===== src/rtl/i2c_tgt_pkg.sv =====
package i2c_tgt_pkg;

   localparam int FLG_TMODE = 0;
   localparam int FLG_BEND  = 1;
   localparam int FLG_NACK  = 2;
   localparam int FLG_START = 3;
   localparam int FLG_STOP  = 4;
   localparam int NUM_FLAGS = 5;

   typedef enum logic [2:0] {
      S_IDLE,
      S_ADDR,
      S_AACK,
      S_LOAD,
      S_ACKO,
      S_DATA,
      S_MACK,
      S_WAIT
   } tx_state_e;

endpackage


===== src/rtl/i2c_tgt_linesync.sv =====
module i2c_tgt_linesync #(
   parameter int STAGES = 2
) (
   input  logic clk,
   input  logic rst_n,
   input  logic scl_in,
   input  logic sda_in,
   output logic scl_lvl,
   output logic sda_lvl,
   output logic scl_rise,
   output logic scl_fall,
   output logic start_cond,
   output logic stop_cond
);

   localparam int NLINES = 2;

   if (STAGES < 2) begin : g_bad_stages
      $error("i2c_tgt_linesync: STAGES must be at least 2");
   end

   logic [NLINES-1:0] raw;
   logic [NLINES-1:0] lvl;
   logic [NLINES-1:0] prv;

   assign raw = {sda_in, scl_in};

   for (genvar g = 0; g < NLINES; g++) begin : g_line
      logic [STAGES:0] pipe;
      always_ff @(posedge clk or negedge rst_n) begin
         if (!rst_n) pipe <= '1;
         else        pipe <= {pipe[STAGES-1:0], raw[g]};
      end
      assign lvl[g] = pipe[STAGES-1];
      assign prv[g] = pipe[STAGES];
   end

   assign scl_lvl    = lvl[0];
   assign sda_lvl    = lvl[1];
   assign scl_rise   = lvl[0] & ~prv[0];
   assign scl_fall   = ~lvl[0] & prv[0];
   assign start_cond = lvl[0] & prv[0] & prv[1] & ~lvl[1];
   assign stop_cond  = lvl[0] & prv[0] & ~prv[1] & lvl[1];

endmodule


===== src/rtl/i2c_tgt_txbuf.sv =====
module i2c_tgt_txbuf #(
   parameter int W = 8
) (
   input  logic         clk,
   input  logic         rst_n,
   input  logic         wr_en,
   input  logic [W-1:0] wr_data,
   input  logic         arm,
   input  logic         take,
   input  logic         drop,
   output logic         empty,
   output logic [W-1:0] hold_q
);

   if (W < 1) begin : g_bad_w
      $error("i2c_tgt_txbuf: W must be positive");
   end

   always_ff @(posedge clk or negedge rst_n) begin
      if (!rst_n) begin
         empty  <= 1'b0;
         hold_q <= '0;
      end else if (drop) begin
         empty <= 1'b0;
      end else if (arm || take) begin
         empty <= 1'b1;
      end else if (wr_en && empty) begin
         hold_q <= wr_data;
         empty  <= 1'b0;
      end
   end

   AST_WRITE_FILLS: assert property (@(posedge clk) disable iff (!rst_n)
      (wr_en && empty && !drop && !arm && !take) |=> !empty);

   AST_TAKE_WHEN_FULL: assert property (@(posedge clk) disable iff (!rst_n)
      take |-> !empty);

endmodule


===== src/rtl/i2c_tgt_flags.sv =====
module i2c_tgt_flags #(
   parameter int N = 5
) (
   input  logic         clk,
   input  logic         rst_n,
   input  logic [N-1:0] set,
   input  logic [N-1:0] hw_clr,
   input  logic [N-1:0] sw_clr,
   output logic [N-1:0] flags
);

   for (genvar i = 0; i < N; i++) begin : g_flag
      always_ff @(posedge clk or negedge rst_n) begin
         if (!rst_n)                      flags[i] <= 1'b0;
         else if (set[i])                 flags[i] <= 1'b1;
         else if (hw_clr[i] || sw_clr[i]) flags[i] <= 1'b0;
      end

      AST_W1C_CLEARS: assert property (@(posedge clk) disable iff (!rst_n)
         (sw_clr[i] && !set[i]) |=> !flags[i]);

      AST_FLAG_STICKY: assert property (@(posedge clk) disable iff (!rst_n)
         (flags[i] && !sw_clr[i] && !hw_clr[i]) |=> flags[i]);
   end

endmodule


===== src/rtl/i2c_tgt_sender.sv =====
module i2c_tgt_sender
   import i2c_tgt_pkg::*;
#(
   parameter int ADDR_W       = 7,
   parameter int DATA_W       = 8,
   parameter int SYNC_STAGES  = 2,
   parameter int STRETCH_TAIL = 2
) (
   input  logic              clk,
   input  logic              rst_n,
   input  logic [ADDR_W-1:0] own_addr,
   input  logic              scl_i,
   input  logic              sda_i,
   output logic              scl_pull_o,
   output logic              sda_pull_o,
   input  logic              tx_wr,
   input  logic [DATA_W-1:0] tx_byte,
   input  logic [NUM_FLAGS-1:0] flag_clr,
   output logic              busy_o,
   output logic              bempty_o,
   output logic              tmode_o,
   output logic              bend_o,
   output logic              nack_o,
   output logic              start_o,
   output logic              stop_o
);

   localparam int CNT_W  = $clog2(DATA_W);
   localparam int TAIL_W = $clog2(STRETCH_TAIL + 1);
   localparam logic [CNT_W-1:0] LAST_BIT = CNT_W'(DATA_W - 1);

   if (ADDR_W + 1 != DATA_W) begin : g_bad_addr
      $error("i2c_tgt_sender: address plus direction bit must fill one byte");
   end
   if (STRETCH_TAIL < 1) begin : g_bad_tail
      $error("i2c_tgt_sender: STRETCH_TAIL must be at least 1");
   end

   logic scl_lvl, sda_lvl, scl_rise, scl_fall, start_c, stop_c;

   i2c_tgt_linesync #(.STAGES(SYNC_STAGES)) u_sync (
      .clk        (clk),
      .rst_n      (rst_n),
      .scl_in     (scl_i),
      .sda_in     (sda_i),
      .scl_lvl    (scl_lvl),
      .sda_lvl    (sda_lvl),
      .scl_rise   (scl_rise),
      .scl_fall   (scl_fall),
      .start_cond (start_c),
      .stop_cond  (stop_c)
   );

   logic              tx_empty, tx_arm, tx_take, tx_drop;
   logic [DATA_W-1:0] tx_hold;

   i2c_tgt_txbuf #(.W(DATA_W)) u_buf (
      .clk     (clk),
      .rst_n   (rst_n),
      .wr_en   (tx_wr),
      .wr_data (tx_byte),
      .arm     (tx_arm),
      .take    (tx_take),
      .drop    (tx_drop),
      .empty   (tx_empty),
      .hold_q  (tx_hold)
   );

   logic [NUM_FLAGS-1:0] fl_set, fl_hwclr, fl_q;

   i2c_tgt_flags #(.N(NUM_FLAGS)) u_flags (
      .clk    (clk),
      .rst_n  (rst_n),
      .set    (fl_set),
      .hw_clr (fl_hwclr),
      .sw_clr (flag_clr),
      .flags  (fl_q)
   );

   tx_state_e         st_q, st_d;
   logic [CNT_W-1:0]  cnt_q, cnt_d;
   logic [DATA_W-1:0] sh_q, sh_d;
   logic [ADDR_W-1:0] adr_q, adr_d;
   logic [TAIL_W-1:0] tail_q, tail_d;
   logic              mbit_q, mbit_d;
   logic              rack_q, rack_d;
   logic              busy_q, busy_d;

   always_comb begin
      st_d     = st_q;
      cnt_d    = cnt_q;
      sh_d     = sh_q;
      adr_d    = adr_q;
      mbit_d   = mbit_q;
      rack_d   = rack_q;
      busy_d   = busy_q;
      tail_d   = (tail_q != '0) ? tail_q - 1'b1 : tail_q;
      tx_arm   = 1'b0;
      tx_take  = 1'b0;
      tx_drop  = 1'b0;
      fl_set   = '0;
      fl_hwclr = '0;
      if (start_c) begin
         st_d   = S_ADDR;
         cnt_d  = '0;
         busy_d = 1'b0;
         tail_d = '0;
         tx_drop = 1'b1;
         fl_set[FLG_START] = 1'b1;
      end else if (stop_c) begin
         st_d   = S_IDLE;
         busy_d = 1'b0;
         tail_d = '0;
         tx_drop = 1'b1;
         fl_set[FLG_STOP] = busy_q;
      end else begin
         unique case (st_q)
            S_ADDR: if (scl_rise) begin
               adr_d = {adr_q[ADDR_W-2:0], sda_lvl};
               cnt_d = cnt_q + 1'b1;
               if (cnt_q == LAST_BIT) begin
                  st_d = S_WAIT;
                  if (adr_q == own_addr) begin
                     if (sda_lvl) begin
                        fl_set[FLG_TMODE] = 1'b1;
                        busy_d = 1'b1;
                        tx_arm = 1'b1;
                        st_d   = S_AACK;
                     end else begin
                        fl_hwclr[FLG_TMODE] = 1'b1;
                     end
                  end
               end
            end
            S_AACK: if (scl_fall) begin
               if (!tx_empty) begin
                  tx_take = 1'b1;
                  sh_d    = tx_hold;
                  st_d    = S_ACKO;
               end else begin
                  rack_d = 1'b1;
                  st_d   = S_LOAD;
               end
            end
            S_LOAD: if (!tx_empty) begin
               tx_take = 1'b1;
               sh_d    = tx_hold;
               cnt_d   = '0;
               tail_d  = TAIL_W'(STRETCH_TAIL);
               st_d    = rack_q ? S_ACKO : S_DATA;
            end
            S_ACKO: if (scl_fall) begin
               st_d  = S_DATA;
               cnt_d = '0;
            end
            S_DATA: if (scl_fall) begin
               sh_d  = {sh_q[DATA_W-2:0], 1'b0};
               cnt_d = cnt_q + 1'b1;
               if (cnt_q == LAST_BIT) st_d = S_MACK;
            end
            S_MACK: if (scl_rise) begin
               mbit_d = sda_lvl;
            end else if (scl_fall) begin
               if (mbit_q) begin
                  fl_set[FLG_NACK] = 1'b1;
                  st_d = S_WAIT;
               end else begin
                  fl_set[FLG_BEND] = 1'b1;
                  if (!tx_empty) begin
                     tx_take = 1'b1;
                     sh_d    = tx_hold;
                     cnt_d   = '0;
                     st_d    = S_DATA;
                  end else begin
                     rack_d = 1'b0;
                     st_d   = S_LOAD;
                  end
               end
            end
            default: ;
         endcase
      end
   end

   always_ff @(posedge clk or negedge rst_n) begin
      if (!rst_n) begin
         st_q   <= S_IDLE;
         cnt_q  <= '0;
         sh_q   <= '0;
         adr_q  <= '0;
         tail_q <= '0;
         mbit_q <= 1'b0;
         rack_q <= 1'b0;
         busy_q <= 1'b0;
      end else begin
         st_q   <= st_d;
         cnt_q  <= cnt_d;
         sh_q   <= sh_d;
         adr_q  <= adr_d;
         tail_q <= tail_d;
         mbit_q <= mbit_d;
         rack_q <= rack_d;
         busy_q <= busy_d;
      end
   end

   assign scl_pull_o = (st_q == S_LOAD) || (tail_q != '0);
   assign sda_pull_o = (st_q == S_ACKO) || ((st_q == S_DATA) && !sh_q[DATA_W-1]);

   assign busy_o   = busy_q;
   assign bempty_o = tx_empty;
   assign tmode_o  = fl_q[FLG_TMODE];
   assign bend_o   = fl_q[FLG_BEND];
   assign nack_o   = fl_q[FLG_NACK];
   assign start_o  = fl_q[FLG_START];
   assign stop_o   = fl_q[FLG_STOP];

   AST_SDA_STABLE_SCL_HIGH: assert property (@(posedge clk) disable iff (!rst_n)
      (scl_lvl && $past(scl_lvl)) |-> $stable(sda_pull_o));

   AST_STRETCH_NEEDS_EMPTY: assert property (@(posedge clk) disable iff (!rst_n)
      $rose(scl_pull_o) |-> $past(tx_empty));

   AST_EMPTY_ONLY_BUSY: assert property (@(posedge clk) disable iff (!rst_n)
      tx_empty |-> busy_q);

   AST_NO_DRIVE_IDLE: assert property (@(posedge clk) disable iff (!rst_n)
      !busy_q |-> !sda_pull_o);

   AST_STOP_ENDS_BUSY: assert property (@(posedge clk) disable iff (!rst_n)
      (stop_c && busy_q) |=> (stop_o && !busy_o));

endmodule


===== config.mk =====
export PLATFORM = sky130hd
export DESIGN_NAME = i2c_tgt_sender
export DESIGN_NICKNAME = d
export VERILOG_FILES = /design/src/rtl/i2c_tgt_pkg.sv /design/src/rtl/i2c_tgt_linesync.sv /design/src/rtl/i2c_tgt_txbuf.sv /design/src/rtl/i2c_tgt_flags.sv /design/src/rtl/i2c_tgt_sender.sv
export SDC_FILE = /design/constraint.sdc
export NUM_CORES = 1
export LEC_CHECK = 0
export ABC_AREA = 1
export BUFFER_PORTS_ARGS = -buffer_cell sky130_fd_sc_hd__buf_4
export CAP_MARGIN = 15
export CORE_MARGIN = 4
export CORE_UTILIZATION = 45
export CTS_CLUSTER_SIZE = 16
export DETAILED_ROUTE_END_ITERATION = 7
export GPL_ROUTABILITY_DRIVEN = 1
export PLACE_DENSITY_LB_ADDON = 0.3
export SYNTH_ARGS = -nofsm -noshare
export SYNTH_HDL_FRONTEND = slang
export SYNTH_SLANG_ARGS = --single-unit

===== constraint.sdc =====
create_clock -name clk -period 2.4 [get_ports clk]
set_clock_uncertainty 0.1 [all_clocks]
set_input_delay 0.24 -clock clk [delete_from_list [all_inputs] [get_ports clk]]
set_output_delay 0.24 -clock clk [all_outputs]
set_load 0.01 [all_outputs]

==> metrics.txt <==
first-pass iteration count of the detailed router=4; port bufs=33; leakage=1.424 nW; Seq/Total Area, Yosys=0.4761; fin nets=361; antenna-violating nets left=0; post-synth top area share=0.4113; outcome=complete, no violations; Filler Cell Count=roughly 480; worst r2r src=st_q[0]; Synth async-reset ratio=1.000; Fin Setup TNS=0 ns; Worst-path clk slew=roughly 0.08 ns; crit path kind=flip-flop to flip-flop; cell count of the worst reg-to-reg path=8; All-Layer GR Usage=0.1725; worst min-delay path class=input port to flip-flop; startpoint types=flip-flop; first-pass GRT wire length=8811 um; number of DRC markers in iteration 0=141; Cell Rows=26; synth warn=0; final worst slack=between 0.2 and 0.3 ns; H-Tree Depth=2; Max Root-Sink Buffers=2; vias in the first global route=1946; PwrDens=1060 nW/um^2; synthesis-stage register bit count=46; CTS buffer count=5; total grt overflow=0; I/O pin count=34; setup violators final=0; Cell Area, Synth=2434 sq um; P&R area growth vs syn=16.92%; Peak VDD IR=460.6 uV; number of max-cap violations=0; Worst setup EP type=flip-flop; Main synth FF type=dfrtp_1; largest net degree at the start of global routing=47; Final Hold Viols=0; FF-to-FF setup slack=0.28 ns; Clock Latency Late Sink=0.30 ns; Mapped Nets=324; top post-synthesis cells by area=dfrtp_1 41%, nand2_1 14%, dfstp_2 6.5%; Die Area=6649 sq um; CORE AREA=5172 sq um; dpl ws=0.2911 ns; Root Driver=clkbuf_8; Final min period=2.118 ns; CP Data Required Time=2.54 ns; detailed placement HPWL=roughly 3700 um; DR DRC count=0; Worst setup startpoint=st_q[0]; Via density=4.993; Post-synth EDFFs=0; period utilization=0.8825; CTS tree=done; Slew Limit Fails=0; initial antenna violation count=0; Die H=about 80 um; Slew headroom=0.6216; drt wl/cell=12.36 um; actual slew at the worst max-slew pin=roughly 0.57 ns; total number of vias=about 2000; RSZ-0062 raised after global routing=false; post-synth cell types=35; CP arrival=2.26 ns; clk sinks=46; worst-path fanout max=15; layout cell share with drive strength beyond 1=0.2179; Syn Area/Cell=around 8 sq um; Starting Density=0.4705; # diodes=0; biggest area consumer among synthesized cells=dfrtp_1; Setup crit end=u_buf.hold_q[4]; Max Clock Freq=472.2 MHz; Critical R2R Capture=u_buf.hold_q[4]; global placement routability congestion=0.9495; Die X=81.54 um; Cells after Synth=297; WL final=5007 um
## state kept, by name, indices dropped and copies added (netlist names)
name,cells
u_flags.flags,5
tail_q,2
cnt_q,3
busy_o,1
sh_q,8
rack_q,1
u_buf.hold_q,8
st_q,3
adr_q,7
u_buf.empty,1
u_sync.g_line.pipe,6
mbit_q,1
## routing by layer
metal  vias to the layer above  track usage  share of wire
met5                         -            0              0
li1                       1032            -              -
met2                        66       0.2500           0.44
met3                         9      0.04057          0.056
met4                         0      0.06250          0.015
met1                       915       0.2504           0.49
## Yosys cell counts, types with 3 or more instances
| master | count |
|---|---|
| a21oi_1 | 8 |
| dfrtp_1 | 40 |
| dfstp_2 | 6 |
| inv_1 | 38 |
| inv_2 | 3 |
| nand2_1 | 91 |
| nand2_4 | 3 |
| nand3_1 | 17 |
| nand4_1 | 9 |
| nor2_1 | 16 |
| nor2_4 | 3 |
| o21ai_0 | 24 |
| o21ai_2 | 6 |
## cells in the final DEF, fill, tap and decap left out
master         instances
nand2_1               91
dfrtp_1               40
inv_1                 38
buf_4                 33
o21ai_0               24
nand3_1               17
nor2_1                16
nand4_1                9
a21oi_1                8
o21ai_2                6
clkbuf_8               6
dfstp_2                6
inv_2                  3
nand2_4                3
nor2_4                 3
dlygate4sd3_1          3
nand2_2                2
nor3_2                 2
inv_4                  2
nand3_4                2
xnor2_1                2
nor3_1                 2
o22ai_1                2
ha_1                   2
a2111oi_0              1
nor2_2                 1
mux2_2                 1
or2_0                  1
nand4_4                1
nor3_4                 1
o21a_1                 1
o211ai_1               1
a31oi_1                1
o32ai_1                1
nand3b_1               1
clkbuf_1               1
clkinv_2               1
## power by group
| part | total (mW) | internal (mW) | switching [mW] |
|---|---|---|---|
| Clock | 0.481 | 0.232 | 0.248 |
| Sequential | 1.26 | 1.03 | 0.231 |
| Combinational | 1.27 | 0.489 | 0.786 |
## cell families (layout without fill, tap and decap cells)
kind of cell	after synthesis	in the layout	synth area share
AND/OR/NAND/NOR	152	152	0.3064
buffers and inverters	49	87	0.08689
flip-flops	46	46	0.4761
AO/OA/AOI/OAI	45	45	0.1085
adder cells (fa/ha/maj)	2	2	0.01028
XOR/XNOR	2	2	0.007199
multiplexers	1	1	0.004627
## critical path, cell delays in order, from the launching register on
cell and delay, ns:
dfrtp_1 0.58, inv_4 0.10, nor2_4 0.13, nand4_4 0.18
nor2_1 0.20, nand3_1 0.40, nand3_4 0.24, nand2_1 0.08
nand2_1 0.06
## metrics by stage
stage / instances / hold WS, ns / util / power, mW / area, sq um
final: 405 / 0.02115 / 0.5501 / 3.017 / 2845
after global routing: 405 / 0.003407 / 0.5501 / 3.332 / 2845
after CTS: 405 / 0.01561 / 0.5501 / 3.038 / 2845
after detailed placement: 394 / 0.1808 / 0.5266 / 2.545 / 2724
after global placement: 394 / 0.1790 / 0.5266 / 2.516 / 2724
after floorplan: 297 / -0.1556 / - / 2.252 / 2434
## timing repair
item,4_1_cts,5_1_grt
endpoints found under the hold margin,42,0
resized for setup,0,0
hold buffers,3,0
setup buffers,0,0
## cell type report
cell class	instances	area [sq um]	share of cell area
Clock buffer	7	86.33	0.03034
Clock inverter	1	5.005	0.001759
Inverter	43	166.4	0.05849
Multi-Input combinational cell	202	1064	0.3738
Sequential cell	46	1159	0.4072
Tap cell	70	87.58	0.03078
Timing Repair Buffer	36	277.8	0.09763
## how the worst min path moves through the flow
stage	slack [ns]	startpoint	cells after the start	to
detailed placement	0.18	rst_n	1	cnt_q[2]
global placement	0.18	rst_n	1	cnt_q[2]
finish	0.02	flag_clr[1]	2	u_flags.flags[1]
global route	0.003	flag_clr[1]	2	u_flags.flags[1]
CTS	0.02	flag_clr[3]	2	u_flags.flags[3]
floorplan	-0.16	rst_n	0	adr_q[0]
(Power assumes the default switching activity.)
